## src/rtl/bankwin_pkg.sv

```systemverilog
package bankwin_pkg;
  parameter int CPU_AW  = 16;
  parameter int DATA_W  = 8;
  parameter int BANK_W  = 5;
  parameter int WIN_W   = 14;
  parameter int PHYS_AW = WIN_W + BANK_W;
  parameter int SLOT_W  = CPU_AW - WIN_W;
  parameter int PAGE_W  = CPU_AW - 8;
  parameter logic [SLOT_W-1:0] WIN_SLOT = 2'b10;
  parameter logic [PAGE_W-1:0] IO_PAGE  = 8'hDE;
endpackage

```

## src/rtl/bankwin_rst_sync.sv

```systemverilog
module bankwin_rst_sync #(
  parameter int STAGES = 2
) (
  input  logic clk,
  input  logic rst_n,
  output logic rst_sync_n
);
  logic [STAGES-1:0] sync_q;

  always_ff @(posedge clk or negedge rst_n) begin
    if (!rst_n) sync_q <= '0;
    else        sync_q <= {sync_q[STAGES-2:0], 1'b1};
  end

  assign rst_sync_n = sync_q[STAGES-1];
endmodule

```

## src/rtl/bankwin_decode.sv

```systemverilog
module bankwin_decode
  import bankwin_pkg::*;
(
  input  logic [CPU_AW-1:0] addr,
  input  logic              wr,
  input  logic              rd,
  output logic              in_window,
  output logic              wr_hit,
  output logic              rd_hit
);
  logic page_hit;

  always_comb begin
    in_window = (addr[CPU_AW-1:WIN_W] == WIN_SLOT);
    page_hit  = (addr[CPU_AW-1:8] == IO_PAGE);
    wr_hit    = wr & page_hit;
    rd_hit    = rd & page_hit;
  end
endmodule

```

## src/rtl/bankwin_bank_reg.sv

```systemverilog
module bankwin_bank_reg
  import bankwin_pkg::*;
(
  input  logic              clk,
  input  logic              rst_n,
  input  logic              load_en,
  input  logic [BANK_W-1:0] load_val,
  output logic [BANK_W-1:0] bank_q
);
  logic [BANK_W-1:0] bank_d;

  always_comb begin
    bank_d = bank_q;
    if (load_en) bank_d = load_val;
  end

  always_ff @(posedge clk or negedge rst_n) begin
    if (!rst_n) bank_q <= '0;
    else        bank_q <= bank_d;
  end
endmodule

```

## src/rtl/bankwin_map.sv

```systemverilog
module bankwin_map
  import bankwin_pkg::*;
(
  input  logic [CPU_AW-1:0]  addr,
  input  logic               in_window,
  input  logic [BANK_W-1:0]  bank,
  output logic [PHYS_AW-1:0] phys
);
  logic [PHYS_AW-1:0] ident;

  generate
    if (PHYS_AW > CPU_AW) begin : g_ext
      assign ident = {{(PHYS_AW-CPU_AW){1'b0}}, addr};
    end else begin : g_trunc
      assign ident = addr[PHYS_AW-1:0];
    end
  endgenerate

  always_comb begin
    phys = ident;
    if (in_window) phys = {bank, addr[WIN_W-1:0]};
  end
endmodule

```

## src/rtl/bankwin_top.sv

```systemverilog
module bankwin_top
  import bankwin_pkg::*;
(
  input  logic               clk,
  input  logic               rst_n,
  input  logic [CPU_AW-1:0]  cpu_addr,
  input  logic [DATA_W-1:0]  cpu_wdata,
  input  logic               cpu_wr,
  input  logic               cpu_rd,
  output logic [PHYS_AW-1:0] phys_addr,
  output logic [DATA_W-1:0]  rd_data,
  output logic               rd_oe
);
  logic              rst_sync_n;
  logic              in_window;
  logic              wr_hit;
  logic              rd_hit;
  logic [BANK_W-1:0] bank_val;
  logic              unused_hi;

  assign unused_hi = ^cpu_wdata[DATA_W-1:BANK_W];

  bankwin_rst_sync #(.STAGES(2)) u_rst (
    .clk        (clk),
    .rst_n      (rst_n),
    .rst_sync_n (rst_sync_n)
  );

  bankwin_decode u_dec (
    .addr      (cpu_addr),
    .wr        (cpu_wr),
    .rd        (cpu_rd),
    .in_window (in_window),
    .wr_hit    (wr_hit),
    .rd_hit    (rd_hit)
  );

  bankwin_bank_reg u_bank (
    .clk      (clk),
    .rst_n    (rst_sync_n),
    .load_en  (wr_hit),
    .load_val (cpu_wdata[BANK_W-1:0]),
    .bank_q   (bank_val)
  );

  bankwin_map u_map (
    .addr      (cpu_addr),
    .in_window (in_window),
    .bank      (bank_val),
    .phys      (phys_addr)
  );

  always_comb begin
    rd_oe   = rd_hit;
    rd_data = '0;
    if (rd_hit) rd_data = {{(DATA_W-BANK_W){1'b0}}, bank_val};
  end
endmodule

```

## config.mk

```make
export PLATFORM = sky130hd
export DESIGN_NAME = bankwin_top
export DESIGN_NICKNAME = d
export VERILOG_FILES = /design/src/rtl/bankwin_pkg.sv /design/src/rtl/bankwin_rst_sync.sv /design/src/rtl/bankwin_decode.sv /design/src/rtl/bankwin_bank_reg.sv /design/src/rtl/bankwin_map.sv /design/src/rtl/bankwin_top.sv
export SDC_FILE = /design/constraint.sdc
export NUM_CORES = 1
export LEC_CHECK = 0
export BUFFER_PORTS_ARGS = -buffer_cell sky130_fd_sc_hd__buf_2
export CORE_ASPECT_RATIO = 1.5
export CORE_UTILIZATION = 25
export DETAILED_ROUTE_END_ITERATION = 6
export GPL_TIMING_DRIVEN = 0
export PLACE_DENSITY = 0.65
export SETUP_SLACK_MARGIN = 0.15
export SYNTH_ARGS = -nofsm -noshare
export SYNTH_HDL_FRONTEND = slang
export SYNTH_HIERARCHICAL = 1
export SYNTH_SLANG_ARGS = --single-unit
export TNS_END_PERCENT = 30
```

## constraint.sdc

```tcl
create_clock -name clk -period 0.8 [get_ports clk]
set_input_delay 0.12 -clock clk [delete_from_list [all_inputs] [get_ports clk]]
set_output_delay 0.12 -clock clk [all_outputs]
set_load 0.1 [all_outputs]
```

==> impl_metrics.yaml <==
status:
  run_status: "complete, but fails checks"
  violations: "negative setup slack"
synth:
  synth_seq_cells: 7
  synth_top_area_share_pct: 35.9
  yosys_warnings: 6
  yosysUniqueCellTypes: 11
  synthCells: 48
  syn_area_per_cell_um2: 10.2
  synth_area_leaders: "dfrtp_1, buf_4, mux2_2"
  syn_area_um2: 488
  seq_area_frac_synth_pct: 35.9
  yosys.area.top_type: "dfrtp_1"
global_routing:
  antenna_found_initial: 0
  gr-usage-all-layers_pct: 15.7
  grt_pass1_wl_um: 2390
  grt_pass1_vias: 529
  grt_max_degree: 7
  grt_remaining_overflow: 0
timing:
  drv_slew: 0
  min_period_ps: 1250
  whs_ps: 72.4
  setup_violations: 16
  rsz0062_at_grt: "true"
  final.setup.worst_slack_ps: -446
  fin_crit_sh_pct: 156
  max_freq_ghz: 0.802
  final_hold_viol_count: 0
  clock-skew-final_ps: 1.60
critical_path:
  required_ps: 680
  cp.arrival_ps: 1130
  path_max_fanout: 6
  crit_start: "cpu_addr[10]"
  crit_path_start_kind: "primary input"
  r2r_start: "u_bank/bank_q[1]"
  critPathKind: "in -> out"
  end_kind: "output pin"
power:
  p_leak_nw: 0.596
  peakVddDrop_v: 0.000725
  power-per-cell-area_mw_per_mm2: 1260
placement:
  portBuffers: 41
  gp_congestion: 0.623
  dp_worst_setup_slack_ps: -753
  dp.cells: 112
  hpwl_um: 888
cells_and_area:
  syn_to_final_growth_pct: 134
  mostFrequentLayoutCells: "buf_4, buf_6, buf_12, buf_2, dfrtp_1"
  final_nets: 131
  final_layout_size_suffix_gt1_share_pct: 81.4
  final_common_cell: "buf_4"
  finalNonFillerCells: 123
  n_antenna_cell: 0
  final_util_pct: 62.3
floorplanning:
  start_util_pct: 26.7
  die_area_mm2: 0.00214
  coreArea_mm2: 0.00183
  io_pins: 56
  die_height_um: 56.1
  rows: 19
  die-width_um: 38.1
routing:
  wire_per_inst_um: 12.9
  wl_met1_um: 522
  vias: 512
  drtIter0Drc: 2
  first_pass_iters: 2
  viasPerCell: 4.16
  ant_nets: 0
  top_layer: "met3"
  wl_met2_um: 950
  drcViolationCount: 0
  routed-wl-met3_um: 109
  drt-total-wl_um: 1580
clocking:
  cts.sinks: 7
  clk_pin_slew_ps: 50
  cts_tree: "built"
  cts_buffer_depth: 2
  htreeDepth: 1
  cts-root-buf: "clkbuf_4"
  cts_buffers: 3
  clock_latency_ps: 240
hold_path:
  min_path_type: "reg -> async"
flow_run:
  cap_violations: 0
where the power goes:
| group | switching, mW | total [mW] | internal [mW] | leakage [nW] |
|---|---|---|---|---|
| combinational | 0.493 | 0.745 | 0.252 | 0.488 |
| clock | 0.117 | 0.307 | 0.189 | 0.0150 |
| sequential | 0.0142 | 0.386 | 0.372 | 0.0922 |
| total | 0.625 | 1.44 | 0.813 | 0.596 |
per-stage QoR:
| step | cell area, µm² | setup TNS, ps | power, mW |
|---|---|---|---|
| floorplan | 536 | -10100 | 0.912 |
| global placement | 767 | -9980 | 0.988 |
| detailed placement | 767 | -10430 | 0.993 |
| CTS | 1120 | -5310 | 1.44 |
| global route | 1140 | -6710 | 1.51 |
| finish | 1140 | -5910 | 1.44 |
Yosys cell counts, drive strengths merged:
master   number
conb          2
inv           2
nand4bb       1
nand4         1
nor2b         1
dfrtp         7
buf          17
nor3          2
and2          8
mux2          7
routing by layer:
layer | GRT usage (%) | vias up
met5 | 0 | -
met4 | 4.59 | 0
met3 | 3.20 | 0
met2 | 29.8 | 30
met1 | 15.6 | 239
li1 | - | 243
registers in the layout, indices dropped and copies added, names as in the netlist:
| name | flops |
|---|---|
| u_bank/bank_q | 5 |
| u_rst/sync_q | 2 |
what timing repair did:
item                                    4_1_cts  5_1_grt
setup buffers                                 5        1
endpoints found under the hold margin         2        0
endpoints found under the setup margin       30       17
pin swaps                                     6        2
hold buffers                                  1        0
resized for setup                            74        4
layout make-up:
type | count | area [µm²]
repair buffers | 48 | 527
flip-flops and latches | 7 | 175
inverters | 2 | 7.51
clock buffers | 4 | 26.3
fillers | 135 | 691
well taps | 21 | 26.3
multi-input cells | 24 | 239
plain buffers | 17 | 139
cells by family (layout without fill, tap and decap cells):
family / Yosys count / count (layout) / synth area share [%]
flip-flops: 7 / 7 / 35.9
AND/OR/NAND/NOR: 13 / 13 / 17.2
buffers and inverters: 19 / 71 / 27.7
other: 2 / 4 / 1.54
multiplexers: 7 / 7 / 17.7
critical path, cell delays in order:
cell and delay, ps:
buf_6 70, nand4_1 200, nor3_4 350, and2_4 220
buf_12 170
worst paths after layout:
check	end	slack, ps	cells past startpoint
setup / recovery	rd_data[2]	-450	5
setup reg to reg	u_bank/bank_q[1]	-80	2
hold / removal	u_bank/bank_q[1]	70	0
min in group clk	u_bank/bank_q[0]	110	2
max in group asynchronous	u_rst/sync_q[1]	520	2
hold reg to reg	u_bank/bank_q[1]	70	0
Power figures use the tool's default switching activity.
